`src/rtl/cart_bank_pkg.sv`:
```
package cart_bank_pkg;
  localparam int unsigned NUM_WIN = 2;
  typedef enum logic [0:0] {
    WIN_HI = 1'b0,
    WIN_LO = 1'b1
  } win_e;
endpackage

```
`src/rtl/cart_bus_strobe.sv`:
```
module cart_bus_strobe #(
  parameter int unsigned NUM_WIN = 2,
  parameter int unsigned ADDR_W  = 16,
  parameter int unsigned DATA_W  = 8,
  parameter logic [NUM_WIN-1:0][ADDR_W-1:0] WIN_ADDR = '0
) (
  input  logic               clk_i,
  input  logic               rst_ni,
  input  logic               phi2_i,
  input  logic               rw_i,
  input  logic               io_sel_ni,
  input  logic [ADDR_W-1:0]  addr_i,
  input  logic [DATA_W-1:0]  data_i,
  output logic [NUM_WIN-1:0] wr_o,
  output logic [DATA_W-1:0]  wr_data_o
);
  logic               phi2_q;
  logic [NUM_WIN-1:0] pend_hit_q;
  logic [DATA_W-1:0]  pend_data_q;
  logic               phi2_fall;

  always_ff @(posedge clk_i or negedge rst_ni) begin
    if (!rst_ni) phi2_q <= 1'b0;
    else         phi2_q <= phi2_i;
  end

  // latch qualifiers during phase 2 high; commit on its falling edge
  for (genvar w = 0; w < NUM_WIN; w++) begin : g_hit
    always_ff @(posedge clk_i or negedge rst_ni) begin
      if (!rst_ni)     pend_hit_q[w] <= 1'b0;
      else if (phi2_i) pend_hit_q[w] <= !io_sel_ni && !rw_i && (addr_i == WIN_ADDR[w]);
    end
  end

  always_ff @(posedge clk_i or negedge rst_ni) begin
    if (!rst_ni)     pend_data_q <= '0;
    else if (phi2_i) pend_data_q <= data_i;
  end

  assign phi2_fall = phi2_q && !phi2_i;
  assign wr_o      = phi2_fall ? pend_hit_q : '0;
  assign wr_data_o = pend_data_q;

  a_r8_wr_on_phi2_fall: assert property (@(posedge clk_i) disable iff (!rst_ni)
    (|wr_o) |-> ($past(phi2_i) && !phi2_i));
  a_r11_single_target: assert property (@(posedge clk_i) disable iff (!rst_ni)
    $onehot0(wr_o));
endmodule

```
`src/rtl/cart_bank_reg.sv`:
```
module cart_bank_reg #(
  parameter int unsigned BANK_W = 8
) (
  input  logic              clk_i,
  input  logic              rst_ni,
  input  logic              wr_i,
  input  logic [BANK_W-1:0] data_i,
  output logic [BANK_W-1:0] bank_o
);
  logic [BANK_W-1:0] bank_q;

  always_ff @(posedge clk_i or negedge rst_ni) begin
    if (!rst_ni)   bank_q <= '0;
    else if (wr_i) bank_q <= data_i;
  end

  assign bank_o = bank_q;

  a_r1_zero_after_reset: assert property (@(posedge clk_i) disable iff (!rst_ni)
    $rose(rst_ni) |-> (bank_q == '0));
  a_r5_change_needs_strobe: assert property (@(posedge clk_i) disable iff (!rst_ni)
    !$stable(bank_q) |-> $past(wr_i));
endmodule

```
`src/rtl/cart_win_drive.sv`:
```
module cart_win_drive #(
  parameter int unsigned BANK_W = 8,
  parameter int unsigned NSEL   = 1
) (
  input  logic [BANK_W-1:0] bank_i,
  input  logic [NSEL-1:0]   sel_ni,
  output logic [BANK_W-1:0] bank_o,
  output logic              oe_o
);
  // tri-state modelled as enable plus zeroed data
  assign oe_o   = ~&sel_ni;
  assign bank_o = oe_o ? bank_i : '0;
endmodule

```
`src/rtl/cart_bank_ctrl.sv`:
```
module cart_bank_ctrl #(
  parameter int unsigned ADDR_W  = 16,
  parameter int unsigned BANK_W  = 8,
  parameter int unsigned LO_BLKS = 3,
  parameter logic [ADDR_W-1:0] HI_ADDR = 16'h9FFF,
  parameter logic [ADDR_W-1:0] LO_ADDR = 16'h9FFE
) (
  input  logic               clk_i,
  input  logic               rst_ni,
  input  logic               phi2_i,
  input  logic               rw_i,
  input  logic               io_sel_ni,
  input  logic [ADDR_W-1:0]  addr_i,
  input  logic [BANK_W-1:0]  data_i,
  input  logic               blk_hi_ni,
  input  logic [LO_BLKS-1:0] blk_lo_ni,
  output logic [BANK_W-1:0]  hi_bank_o,
  output logic               hi_oe_o,
  output logic [BANK_W-1:0]  lo_bank_o,
  output logic               lo_oe_o
);
  import cart_bank_pkg::*;

  localparam logic [NUM_WIN-1:0][ADDR_W-1:0] WinAddr = {LO_ADDR, HI_ADDR};

  logic [NUM_WIN-1:0] wr;
  logic [BANK_W-1:0]  wr_data;
  logic [BANK_W-1:0]  bank [NUM_WIN];

  cart_bus_strobe #(
    .NUM_WIN (NUM_WIN),
    .ADDR_W  (ADDR_W),
    .DATA_W  (BANK_W),
    .WIN_ADDR(WinAddr)
  ) u_strobe (
    .clk_i    (clk_i),
    .rst_ni   (rst_ni),
    .phi2_i   (phi2_i),
    .rw_i     (rw_i),
    .io_sel_ni(io_sel_ni),
    .addr_i   (addr_i),
    .data_i   (data_i),
    .wr_o     (wr),
    .wr_data_o(wr_data)
  );

  for (genvar w = 0; w < NUM_WIN; w++) begin : g_reg
    cart_bank_reg #(.BANK_W(BANK_W)) u_reg (
      .clk_i (clk_i),
      .rst_ni(rst_ni),
      .wr_i  (wr[w]),
      .data_i(wr_data),
      .bank_o(bank[w])
    );
  end

  cart_win_drive #(.BANK_W(BANK_W), .NSEL(1)) u_drv_hi (
    .bank_i(bank[WIN_HI]),
    .sel_ni(blk_hi_ni),
    .bank_o(hi_bank_o),
    .oe_o  (hi_oe_o)
  );

  cart_win_drive #(.BANK_W(BANK_W), .NSEL(LO_BLKS)) u_drv_lo (
    .bank_i(bank[WIN_LO]),
    .sel_ni(blk_lo_ni),
    .bank_o(lo_bank_o),
    .oe_o  (lo_oe_o)
  );

  a_r9_hi_oe_own_window: assert property (@(posedge clk_i) disable iff (!rst_ni)
    hi_oe_o |-> !blk_hi_ni);
  a_r9_hi_quiet_when_off: assert property (@(posedge clk_i) disable iff (!rst_ni)
    !hi_oe_o |-> (hi_bank_o == '0));
  a_r10_lo_quiet_when_off: assert property (@(posedge clk_i) disable iff (!rst_ni)
    (&blk_lo_ni) |-> (!lo_oe_o && lo_bank_o == '0));
  a_r7_read_no_load: assert property (@(posedge clk_i) disable iff (!rst_ni)
    ($past(phi2_i) && $past(rw_i) && !phi2_i) |-> (wr == '0));
endmodule

```
`config.mk`:
```
export PLATFORM = sky130hd
export DESIGN_NAME = cart_bank_ctrl
export DESIGN_NICKNAME = d
export VERILOG_FILES = /design/src/rtl/cart_bank_pkg.sv /design/src/rtl/cart_bus_strobe.sv /design/src/rtl/cart_bank_reg.sv /design/src/rtl/cart_win_drive.sv /design/src/rtl/cart_bank_ctrl.sv
export SDC_FILE = /design/constraint.sdc
export NUM_CORES = 1
export LEC_CHECK = 0
export BUFFER_PORTS_ARGS = -buffer_cell sky130_fd_sc_hd__buf_2
export CELL_PAD_IN_SITES_DETAIL_PLACEMENT = 0
export CELL_PAD_IN_SITES_GLOBAL_PLACEMENT = 1
export CORE_MARGIN = 1.5
export CORE_UTILIZATION = 39
export DETAILED_ROUTE_END_ITERATION = 7
export PLACE_DENSITY = 0.8
export SYNTH_ARGS = -nofsm -noshare
export SYNTH_HDL_FRONTEND = slang
export SYNTH_HIERARCHICAL = 1
export SYNTH_SLANG_ARGS = --single-unit
```
`constraint.sdc`:
```
create_clock -name clk_i -period 3.7 [get_ports clk_i]
set_input_delay 0.74 -clock clk_i [delete_from_list [all_inputs] [get_ports clk_i]]
set_output_delay 0.74 -clock clk_i [all_outputs]
set_load 0.02 [all_outputs]
```
== After elaboration in Yosys (flattened, before gate mapping) ==
Index checks and enable logic that the tools add are counted.

* Register bits after elaboration: 27
* Input bits: 33
* Output and inout port bits: 18
* Logic and storage cells: 21

* Equal/unequal tests: 2
* Muxes and demuxes: 3
* Reductions and logical operators: 10

{| class="wikitable"
|+ Operators by type and width
! operator !! number
|-
| 16-bit equality test, second input constant || 2
|-
| 8-bit two-way mux || 2
|-
| 1-bit logical NOT || 5
|-
| 1-bit logical AND || 4
|-
| 3-bit AND reduction || 1
|-
| 2-bit two-way mux || 1
|}

== Logic depth before layout (Yosys ltp) ==
Gate-level depths: netlist of run 1.

* Depth in word-level cells: 3
* Depth in mapped cells: 4
* Gate-level depth less buffers: 3

== Hierarchy ==
The synthesis of run 1 kept the hierarchy.

{| class="wikitable"
|+ Modules (own cells, without submodules)
! module !! instances !! cells each !! area an instance (um^2) !! seq. area each (um^2)
|-
| cart_bank_reg || 2 || 17 || 331.6 || 200.2
|-
| cart_bus_strobe || 1 || 33 || 470.5 || 275.3
|-
| cart_win_drive (u_drv_lo) || 1 || 9 || 60.1 || 0.0
|-
| cart_win_drive (u_drv_hi) || 1 || 9 || 53.8 || 0.0
|}

== Least setup slack after synthesis of run 1 ==
No wires, ideal clock.

* Path type: input to output
* From: in blk_lo_ni[2]
* To: out lo_bank_o[0]
* Arrival time: 1.195 ns
* Required time: 2.960 ns
* Setup slack: 1.765 ns
* Stages on the path: 2
* Path buffers: 0
* Cells stage by stage: nand3_2 -> and2_1

* Cells in the longest elaborated chain, start to end: 2

{| class="wikitable"
|+ Ends and longest elaborated chain
! element !! line !! RTL
|-
| start, declared || cart_bank_ctrl.sv:16 || <nowiki>input logic [LO_BLKS-1:0] blk_lo_ni,</nowiki>
|-
| 3-bit AND reduction || cart_win_drive.sv:11 || <nowiki>assign oe_o = ~&sel_ni;</nowiki>
|-
| 8-bit two-way mux || cart_win_drive.sv:12 || <nowiki>assign bank_o = oe_o ? bank_i : '0;</nowiki>
|-
| end, declared || cart_bank_ctrl.sv:19 || <nowiki>output logic [BANK_W-1:0] lo_bank_o,</nowiki>
|}

Every way passes these cells.

== Worst setup path after layout of run 1 ==
* From: in blk_lo_ni[2]
* To: out lo_bank_o[4]

Same word-level chain as after synthesis.

==> results of run 1 <==
## cells in the mapped netlist
library cell,instances
mux2_4,16
and2_1,8
nand3_1,1
nor3b_1,2
nand4_1,1
buf_2,1
dfrtp_1,27
nand2_1,1
mux2_2,8
o32ai_2,1
o22ai_1,1
and4bb_1,1
inv_1,3
nor2b_1,8
buf_6,2
and4_1,2
nor4bb_1,1
nand3_2,1
## final timing paths
kind / cells after the start / endpoint / slack (ns) / from
worst max-delay path: 4 / lo_bank_o[4] / 1.61 / blk_lo_ni[2]
worst min-delay path: 1 / u_strobe/wr_data_o[0]$_DFFE_PN0P_ / 0.40 / rst_ni
worst max register to register: 3 / g_reg[0].u_reg/bank_o[0]$_DFFE_PN0P_ / 2.02 / u_strobe/pend_hit_q[0]$_DFFE_PN0P_
worst min register to register: 1 / g_reg[0].u_reg/bank_o[4]$_DFFE_PN0P_ / 0.52 / g_reg[0].u_reg/bank_o[4]$_DFFE_PN0P_
max in group asynchronous: 1 / u_strobe/pend_hit_q[0]$_DFFE_PN0P_ / 2.91 / rst_ni
min in group clk_i: 1 / g_reg[0].u_reg/bank_o[4]$_DFFE_PN0P_ / 0.52 / g_reg[0].u_reg/bank_o[4]$_DFFE_PN0P_
## state kept, by name (all words and copies together) (netlist names)
name / cells
g.u_reg/bank_o: 16
u_strobe/pend_hit_q: 2
u_strobe/phi2_q: 1
u_strobe/wr_data_o: 8
## critical path: stages
cell and delay [ns]:
buf_2 0.08, nand3_2 0.16, and2_1 0.22, buf_2 0.15
## power by group through the flow
stage | Combinational, µW | Sequential (µW) | Clock [µW]
2_1_floorplan | 42.2 | 326 | 0
4_1_cts | 76.6 | 325 | 129
5_1_grt | 82.8 | 327 | 141
3_3_place_gp | 74.5 | 330 | 0
6_report | 75.3 | 325 | 123
3_5_place_dp | 76.5 | 331 | 0
## metal layers
| layer | GRT usage (%) | wire, µm | vias to the layer above |
|---|---|---|---|
| met5 | 0 | 0 | - |
| li1 | - | - | 398 |
| met4 | 5.714 | 16 | 0 |
| met1 | 19.41 | 1064 | 371 |
| met3 | 3.930 | 176 | 2 |
| met2 | 23.70 | 1082 | 39 |
## stage by stage
stage	hold slack [ns]	total power (µW)	area [µm²]	instances	util, %
CTS	0.4107	530.9	1563	180	51.19
global placement	0.4904	404.2	1535	176	50.29
global route	0.4365	550.8	1563	180	51.19
finish	0.4001	522.3	1563	180	51.19
floorplan	0.4444	368.7	1247	85	-
detailed placement	0.4839	407.1	1535	176	50.29
## cells by family (layout without fill, tap and decap cells)
group / count (synthesis) / in the layout / synth area share [%]
AOI/OAI and AO/OA: 2 / 2 / 1.806
buffers and inverters: 6 / 57 / 3.109
DFF: 27 / 27 / 54.16
muxes: 24 / 24 / 26.48
and+or+nand+nor: 26 / 26 / 14.44
## area by class of cell
cell class	count	area [µm²]	area share, %
flip-flops and latches	27	675.6	43.23
multi-input cells	52	543.0	34.75
repair buffers	50	250.2	16.01
well taps	44	55.05	3.523
clock buffers	3	22.52	1.441
inverters	3	11.26	0.7206
clock inverters	1	5.005	0.3203
## layout by cell type, fill, tap and decap left out, drive strengths merged
cell	instances
and2	8
o22ai	1
clkinv	1
nand4	1
and4bb	1
nand2	1
nor4bb	1
nor2b	8
dfrtp	27
inv	3
nor3b	2
nand3	2
buf	50
o32ai	1
and4	2
mux2	24
clkbuf	3
==> impl_metrics.env, run 1 <==
export IMPL_fillers=292
export IMPL_outcome="completed"
export IMPL_drive_gt1_share_pct=60.29
export IMPL_first_iter_violations=7
export IMPL_nNetsFinal=170
export IMPL_start_util_pct=40.86
export IMPL_cts_sinks=27
export IMPL_gr_total_overflow=0
export IMPL_post_place_ws_ns=1.451
export IMPL_root_buffer="clkbuf_4"
export IMPL_internal_power_uw=395.1
export IMPL_finalWorstSetupSlack_ns=1.608
export IMPL_finalCriticalPeriod_ns=2.092
export IMPL_worstPathArrival_ns=1.35
export IMPL_path_class="in -> out"
export IMPL_rsz0062_at_grt="no"
export IMPL_antenna_found_initial=0
export IMPL_synth_area_leader_cell="dfrtp_1"
export IMPL_routedWlPerCell_um=13.00
export IMPL_synth_area_um2=1247
export IMPL_p_seq_share_pct=62.1
export IMPL_clkPwrFrac_pct=23.5
export IMPL_hold_viol=0
export IMPL_ys_ff_latch=27
export IMPL_vdd_ir_drop_max_mv=0.1579
export IMPL_grtUsageTotal_pct=14.88
export IMPL_syn_avg_cell_area_um2=14.68
export IMPL_p_leak_uw=0.0007954
export IMPL_critPathRequiredTime_ns=2.96
export IMPL_switching_power_uw=127.3
export IMPL_post_route_drc_count=0
export IMPL_synth_distinct_cells=18
export IMPL_fin_crit_sh_pct=56.53
export IMPL_synth_top_area_share_pct=54.16
export IMPL_p_sw_share_pct=24.37
export IMPL_clkTransAtPathRegs_ns=0.15
export IMPL_crit_fanout=9
export IMPL_die_area_um2=3547
export IMPL_port_buffers=50
export IMPL_cap_violations=0
export IMPL_globalplace_congestion=0.6720
export IMPL_first_pass_iters=3
export IMPL_finClkSkew_ns=0.01321
export IMPL_setup_viol_count_final=0
export IMPL_cts_buffers=3
export IMPL_ys_warn_count=6
export IMPL_yosysSeqAreaShare_pct=54.16
export IMPL_synthCells=85
export IMPL_row_count=20
export IMPL_synth_fp_nets=118
export IMPL_grt_start_max_net_pins=28
export IMPL_grt_pass1_wl_mm=3.781
export IMPL_clk_latency_ns=0.32
export IMPL_power_density_nw_per_um2=334.2
export IMPL_ctsResizeCount=0
export IMPL_fp_coreArea_um2=3053
export IMPL_endpoint_kind="output port"
export IMPL_pin_count=51
export IMPL_final_setup_tns_ns=0
export IMPL_tightest_slew_ns=0.9680
export IMPL_fmax_mhz=478.1
export IMPL_tritoncts="yes"
export IMPL_viasPerCell=4.500
export IMPL_drt_wl_total_mm=2.340
export IMPL_final_antenna_net_count=0
export IMPL_clock_path_buffers=2
export IMPL_cts_hold_buf=0
export IMPL_hold_class="in -> async"
export IMPL_combPwrFrac_pct=14.4
export IMPL_slew_violations=0
export IMPL_antenna_cells=0
export IMPL_netlist_top_cells_area="dfrtp_1 (54%), mux2_4 (19%), mux2_2 (7.2%), and2_1 (4.0%), nor2b_1 (4.0%)"
export IMPL_slew_headroom_pct=35.18
export IMPL_cts_max_level=1
export IMPL_via_count=810
export IMPL_die_w_um=59.56
export IMPL_die_h_um=59.56
export IMPL_post_cts_buffers=0
export IMPL_crit_path_start_kind="input port"
export IMPL_areaGrowthSynthToFinish_pct=25.28
export IMPL_grt_pass1_vias=802
Power figures use the tool's default switching activity.
==> run 2, diff against run 1 <==
--- a/config.mk
+++ b/config.mk
@@ -5,13 +5,14 @@
 export SDC_FILE = /design/constraint.sdc
 export NUM_CORES = 1
 export LEC_CHECK = 0
+export ABC_AREA = 1
 export BUFFER_PORTS_ARGS = -buffer_cell sky130_fd_sc_hd__buf_2
 export CELL_PAD_IN_SITES_DETAIL_PLACEMENT = 0
 export CELL_PAD_IN_SITES_GLOBAL_PLACEMENT = 1
 export CORE_MARGIN = 1.5
-export CORE_UTILIZATION = 39
+export CORE_UTILIZATION = 29
 export DETAILED_ROUTE_END_ITERATION = 7
-export PLACE_DENSITY = 0.8
+export PLACE_DENSITY = 0.71
 export SYNTH_ARGS = -nofsm -noshare
 export SYNTH_HDL_FRONTEND = slang
 export SYNTH_HIERARCHICAL = 1
==> constraint.sdc (replaced) <==
create_clock -name clk_i -period 1.8 [get_ports clk_i]
set_input_delay 0.36 -clock clk_i [delete_from_list [all_inputs] [get_ports clk_i]]
set_output_delay 0.36 -clock clk_i [all_outputs]
set_load 0.02 [all_outputs]
==> run 2 against run 1 <==
Synthesized area increased by 1.9%; first-iteration DRC count increased to 7.1 times the previous value; utilization is 12 points lower; combinational power increased by 22%; highest routed layer unchanged.
==> impl_metrics.env, run 2 <==
export IMPL_outcome="completed"
export IMPL_first_pass_iters=4
export IMPL_layout_commonest_cell="nand2_1"
export IMPL_switching_power_uw=244.2
export IMPL_gr_total_overflow=0
export IMPL_fin_hold_ws_ns=0.07956
export IMPL_port_buffers=50
export IMPL_path_class="reg -> out"
export IMPL_antenna_cells=0
export IMPL_synth_top_family_by_area="simple AND/OR/NAND/NOR gates"
export IMPL_synth_xor_area_share_pct=0
export IMPL_die_h_um=69.21
export IMPL_nNetsFinal=258
export IMPL_pin_count=51
export IMPL_die_w_um=69.21
export IMPL_post_dp_hpwl_mm=2.086
export IMPL_tritoncts="yes"
export IMPL_crit_path_start_kind="flop"
export IMPL_synth_common_cells="nand2_1 (93), dfrtp_1 (27), inv_1 (24)"
export IMPL_row_count=23
export IMPL_most_common_layout_cells="nand2_1 (93), buf_2 (50), dfrtp_1 (27)"
export IMPL_synthCells=171
export IMPL_slew_headroom_pct=61.29
export IMPL_clk_latency_ns=0.27
export IMPL_muxShareOfSynthArea_pct=0
export IMPL_netlist_top_cells_area="dfrtp_1 (53%), nand2_1 (27%), inv_1 (7.1%), nor2_1 (4.1%), buf_6 (3.5%)"
export IMPL_via_count=1123
export IMPL_tightest_slew_ns=0.5807
export IMPL_synthSimpleGateAreaFrac_pct=35.33
export IMPL_power_uw=1066
export IMPL_fillers=451
export IMPL_largest_reg_flops=16
export IMPL_synth_area_leader_cell="dfrtp_1"
export IMPL_routedWlPerCell_um=9.544
export IMPL_p_sw_share_pct=22.91
export IMPL_fp_coreArea_um2=4115
export IMPL_clkPwrFrac_pct=31.5
export IMPL_multiInputGateArea_um2=449.2
export IMPL_combPwrFrac_pct=8.6
export IMPL_cts_hold_buf=0
export IMPL_cts_buffers=3
export IMPL_synth_compound_area_share_pct=0
export IMPL_die_area_um2=4790
export IMPL_antenna_found_initial=0
export IMPL_synth_distinct_cells=11
export IMPL_p_leak_uw=0.001033
export IMPL_ctsResizeCount=0
export IMPL_syn_avg_cell_area_um2=7.434
export IMPL_hold_class="in -> async"
export IMPL_synth_edff_count=0
export IMPL_design_area_um2=1607
export IMPL_synth_area_um2=1271
export IMPL_cts_max_level=1
export IMPL_final_setup_tns_ns=0
export IMPL_synth_top_area_share_pct=53.15
export IMPL_synth_fp_nets=204
export IMPL_ys_async_sr_fraction_pct=100.0
export IMPL_dpl_instance_area_um2=1562
export IMPL_final_antenna_net_count=0
export IMPL_drive_gt1_share_pct=26.79
export IMPL_critPathRequiredTime_ns=1.44
export IMPL_ys_ff_latch=27
export IMPL_crit_fanout=2
export IMPL_setup_viol_count_final=0
export IMPL_ys_warn_count=6
export IMPL_vdd_ir_drop_max_mv=0.2079
export IMPL_yosysSeqAreaShare_pct=53.15
export IMPL_slew_violations=0
export IMPL_worstPathArrival_ns=0.93
export IMPL_globalplace_congestion=0.7919
export IMPL_grtUsageTotal_pct=11.78
export IMPL_rrSetupSlack_ns=0.85
export IMPL_finalCriticalPeriod_ns=1.285
export IMPL_fin_crit_sh_pct=71.40
export IMPL_first_iter_violations=50
export IMPL_post_route_drc_count=0
export IMPL_finClkSkew_ns=0.004280
export IMPL_endpoint_kind="output port"
export IMPL_rsz0062_at_grt="no"
export IMPL_ys_flop_type="dfrtp_1"
export IMPL_drt_wl_total_mm=2.615
export IMPL_root_buffer="clkbuf_8"
export IMPL_seqCellArea_um2=675.6
export IMPL_power_density_nw_per_um2=663.3
export IMPL_grt_pass1_wl_mm=4.512
export IMPL_cap_violations=0
export IMPL_fmax_mhz=778.1
export IMPL_clkTransAtPathRegs_ns=0.09
export IMPL_start_util_pct=30.89
export IMPL_grt_pass1_vias=1056
export IMPL_p_seq_share_pct=59.9
export IMPL_post_cts_buffers=0
export IMPL_hold_viol=0
export IMPL_viasPerCell=4.099
export IMPL_areaGrowthSynthToFinish_pct=26.38
export IMPL_grt_start_max_net_pins=28
export IMPL_cts_sinks=27
export IMPL_post_synth_top_count_cell="nand2_1"
export IMPL_clock_path_buffers=2
export IMPL_internal_power_uw=821.5
export IMPL_synth_fa_ha_area_share_pct=0
[run 2: cell count changes after synthesis, sizes merged, moves of 8 or more]
cell and change:
and2 -8, mux2 -24, inv +23, nand2 +92, nor2b -8, nor2 +14
[run 2: final timing paths]
check,from,endpoint,cells past startpoint
hold / removal,rst_ni,g_reg[0].u_reg/bank_o[2]$_DFFE_PN0P_,1
setup reg to reg,u_strobe/pend_hit_q[1]$_DFFE_PN0P_,g_reg[1].u_reg/bank_o[0]$_DFFE_PN0P_,6
hold reg to reg,g_reg[0].u_reg/bank_o[3]$_DFFE_PN0P_,g_reg[0].u_reg/bank_o[3]$_DFFE_PN0P_,2
setup / recovery,g_reg[1].u_reg/bank_o[3]$_DFFE_PN0P_,lo_bank_o[3],3
min in group clk_i,data_i[3],u_strobe/wr_data_o[3]$_DFFE_PN0P_,3
max in group asynchronous,rst_ni,u_strobe/phi2_q$_DFF_PN0_,1
[run 2: cell type report]
cell class	count	area share (%)
Multi-Input combinational cell	113	27.96
Timing Repair Buffer	53	16.98
Clock buffer	4	2.804
Inverter	27	6.308
Tap cell	50	3.894
Sequential cell	27	42.06
[run 2: through the flow]
stage	cells	worst slack [ns]	utilization, %
after floorplan	171	0.6690	-
after global placement	270	0.5120	37.94
after detailed placement	270	0.4595	37.94
after CTS	274	0.4870	39.04
after global routing	274	0.4439	39.04
final	274	0.5149	39.04
[run 2: kinds of logic after synthesis]
group,Yosys count
AND/OR/NAND/NOR,113
buffers and inverters,31
flip-flops,27
[run 2: critical path, cell delays in order, from the launching register on]
cell and delay, ns:
dfrtp_1 0.38, nand2_1 0.09, inv_1 0.04, buf_2 0.15
[run 2: power groups by stage]
stage               registers, µW  clock network [µW]  logic, µW
global route                  641                 372        107
floorplan                     645                   0       39.8
finish                        638                 335       91.9
CTS                           639                 349       95.0
global placement              651                   0       94.5
detailed placement            651                   0       94.8
[run 2: per-layer routing]
layer	wire length (µm)	part of all wire, %	vias to the layer above	track usage [%]
li1	-	-	596	-
met1	1163	44	488	13.65
met2	1269	49	35	21.05
met3	125	4.8	4	1.744
met4	56	2.1	0	5.882
met5	0	0	-	0
==> run 3, diff against run 2 <==
==> constraint.sdc (replaced) <==
create_clock -name clk_i -period 1.15 [get_ports clk_i]
set_input_delay 0.23 -clock clk_i [delete_from_list [all_inputs] [get_ports clk_i]]
set_output_delay 0.23 -clock clk_i [all_outputs]
set_load 0.02 [all_outputs]
==> run 3 against run 2 <==
Sequential power increased by 57%; die area unchanged; flip-flop and latch count unchanged; final area increased by 12%; clock power up 63%; combinational power increased by 66%; largest cell class unchanged; utilization rose by 4.8 points; sequential share of layout area down 4.6 points; clock skew up 0.0030 ns; register-to-register slack worse by 0.63 ns.
==> impl_metrics.env, run 3 (synthesized netlist as in run 2, its figures left out) <==
export IMPL_rrSetupSlack_ns=0.22
export IMPL_nNetsFinal=273
export IMPL_clock_path_buffers=2
export IMPL_dpl_cell_count=272
export IMPL_grt_pass1_vias=1011
export IMPL_first_pass_iters=3
export IMPL_first_iter_violations=41
export IMPL_critical_path_cell_chain="inv_1, nor2_1, buf_4"
export IMPL_vdd_ir_drop_max_mv=0.4101
export IMPL_hold_end="u_strobe/wr_data_o[1]$_DFFE_PN0P_"
export IMPL_antenna_found_initial=0
export IMPL_cts_max_level=1
export IMPL_critPathRequiredTime_ns=0.92
export IMPL_r2r_start="u_strobe/pend_hit_q[1]$_DFFE_PN0P_"
export IMPL_post_dp_hpwl_mm=1.964
export IMPL_grtUsageTotal_pct=11.24
export IMPL_worstReg2RegEnd="g_reg[1].u_reg/bank_o[0]$_DFFE_PN0P_"
export IMPL_finalCriticalPeriod_ns=1.135
export IMPL_fp_coreArea_um2=4115
export IMPL_min_path_cells=3
export IMPL_ff2ff_path_depth=5
export IMPL_fillers=458
export IMPL_cp_num_buf_inv=2
export IMPL_clkTransAtPathRegs_ns=0.10
export IMPL_via_count=1188
export IMPL_fin_cells=289
export IMPL_clk_latency_ns=0.27
export IMPL_antenna_cells=0
export IMPL_p_leak_uw=0.001103
export IMPL_setup_viol_count_final=0
export IMPL_drive_gt1_share_pct=34.31
export IMPL_port_buffers=50
export IMPL_slew_headroom_pct=76.76
export IMPL_areaGrowthSynthToFinish_pct=41.93
export IMPL_slew_violations=0
export IMPL_gr_total_overflow=0
export IMPL_die_area_um2=4790
export IMPL_cap_violations=0
export IMPL_fin_crit_sh_pct=98.67
export IMPL_routedWlPerCell_um=9.429
export IMPL_grt_start_max_net_pins=28
export IMPL_layout_commonest_cell="nand2_1"
export IMPL_root_buffer="clkbuf_8"
export IMPL_post_route_drc_count=0
export IMPL_die_h_um=69.21
export IMPL_hold_class="in -> reg"
export IMPL_crit_fanout=2
export IMPL_hp_start="data_i[1]"
export IMPL_grt_pass1_wl_mm=4.402
export IMPL_tightest_slew_ns=0.3486
export IMPL_cpMaxStageDelayCell="dfrtp_1"
export IMPL_pin_count=51
export IMPL_worstPathArrival_ns=0.90
export IMPL_cts_sinks=27
export IMPL_die_w_um=69.21
export IMPL_globalplace_congestion=0.7939
export IMPL_largest_reg_flops=16
export IMPL_hold_viol=0
export IMPL_row_count=23
export IMPL_critPathMaxStageDelay_ns=0.36
export IMPL_endpoint_kind="output port"
export IMPL_crit_path_start_kind="flop"
export IMPL_final_antenna_net_count=0
export IMPL_finClkSkew_ns=0.007250
export IMPL_crit_family="flip-flops"
export IMPL_fmax_mhz=881.3
export IMPL_rsz0062_at_grt="yes"
export IMPL_outcome="completed"
export IMPL_path_class="reg -> out"
export IMPL_drt_wl_total_mm=2.725
export IMPL_start_util_pct=30.89
export IMPL_power_density_nw_per_um2=940.8
export IMPL_cts_buffers=3
export IMPL_most_common_layout_cells="nand2_1 (92), buf_2 (34), dfrtp_1 (27)"
export IMPL_viasPerCell=4.111
export IMPL_final_setup_tns_ns=0
export IMPL_tritoncts="yes"
run 3: changes by cell type in the layout (fill, tap and decap cells not counted), sizes merged:
cell	before	now
clkbuf	4	3
buf	53	67
dlygate4sd3	0	1
clkinvlp	0	1
run 3: per-stage QoR:
stage               hold slack, ns  power, µW  area, µm²  worst slack [ns]  util, %
floorplan                 -0.06559       1072       1271            0.2260        -
global placement            0.2457       1171       1577            0.1378    38.31
detailed placement          0.2461       1173       1577            0.1433    38.31
CTS                         0.1479       1716       1650          -0.01192    40.10
global route                0.1532       1802       1804          -0.05775    43.84
finish                      0.1506       1697       1804           0.01530    43.84
run 3: cell type report:
class	instances	area (µm²)	area share, %
Sequential cell	27	675.6	37.45
Multi-Input combinational cell	113	454.2	25.17
Clock inverter	1	7.507	0.4161
Timing Repair Buffer	68	461.7	25.59
Clock buffer	3	41.29	2.288
Inverter	27	101.3	5.617
Tap cell	50	62.56	3.467
run 3: timing repair:
item | 4_1_cts | 5_1_grt
endpoints found under the hold margin | 27 | 0
pin swaps | 0 | 5
endpoints found under the setup margin | 3 | 16
hold buffers | 1 | 0
gates resized for setup | 5 | 27
setup buffers | 0 | 12
run 3: worst max-delay path by stage:
stage                                                     from                                    to  slack, ns  depth (start not counted)
after global placement                                  phi2_i  g_reg[1].u_reg/bank_o[0]$_DFFE_PN0P_       0.14                          7
final                     g_reg[0].u_reg/bank_o[2]$_DFFE_PN0P_                          hi_bank_o[2]       0.02                          3
after CTS                 g_reg[1].u_reg/bank_o[3]$_DFFE_PN0P_                          lo_bank_o[3]      -0.01                          3
after global routing      g_reg[0].u_reg/bank_o[2]$_DFFE_PN0P_                          hi_bank_o[2]      -0.06                          3
after detailed placement                          blk_lo_ni[2]                          lo_bank_o[3]       0.14                          5
after floorplan                                         phi2_i  g_reg[0].u_reg/bank_o[6]$_DFFE_PN0P_       0.23                          7
run 3: worst reg2reg max path: cells and delay by family, from the launching register on:
kind	cells	cell delay, ns
flops	1	0.34
buf+inv	1	0.18
simple gates	4	0.36
run 3: report_power, final:
group,switching [µW],internal [µW],leakage (µW),total [µW]
clock,299,246,0.0000217,545
sequential,24.0,975,0.000361,999
combinational,83.5,69.5,0.000721,153
run 3: metal layers:
layer / share of wire [%] / track usage (%)
met2: 50 / 19.66
met4: 0.88 / 3.922
met3: 4.0 / 1.744
met1: 45 / 14.05
met5: 0 / 0
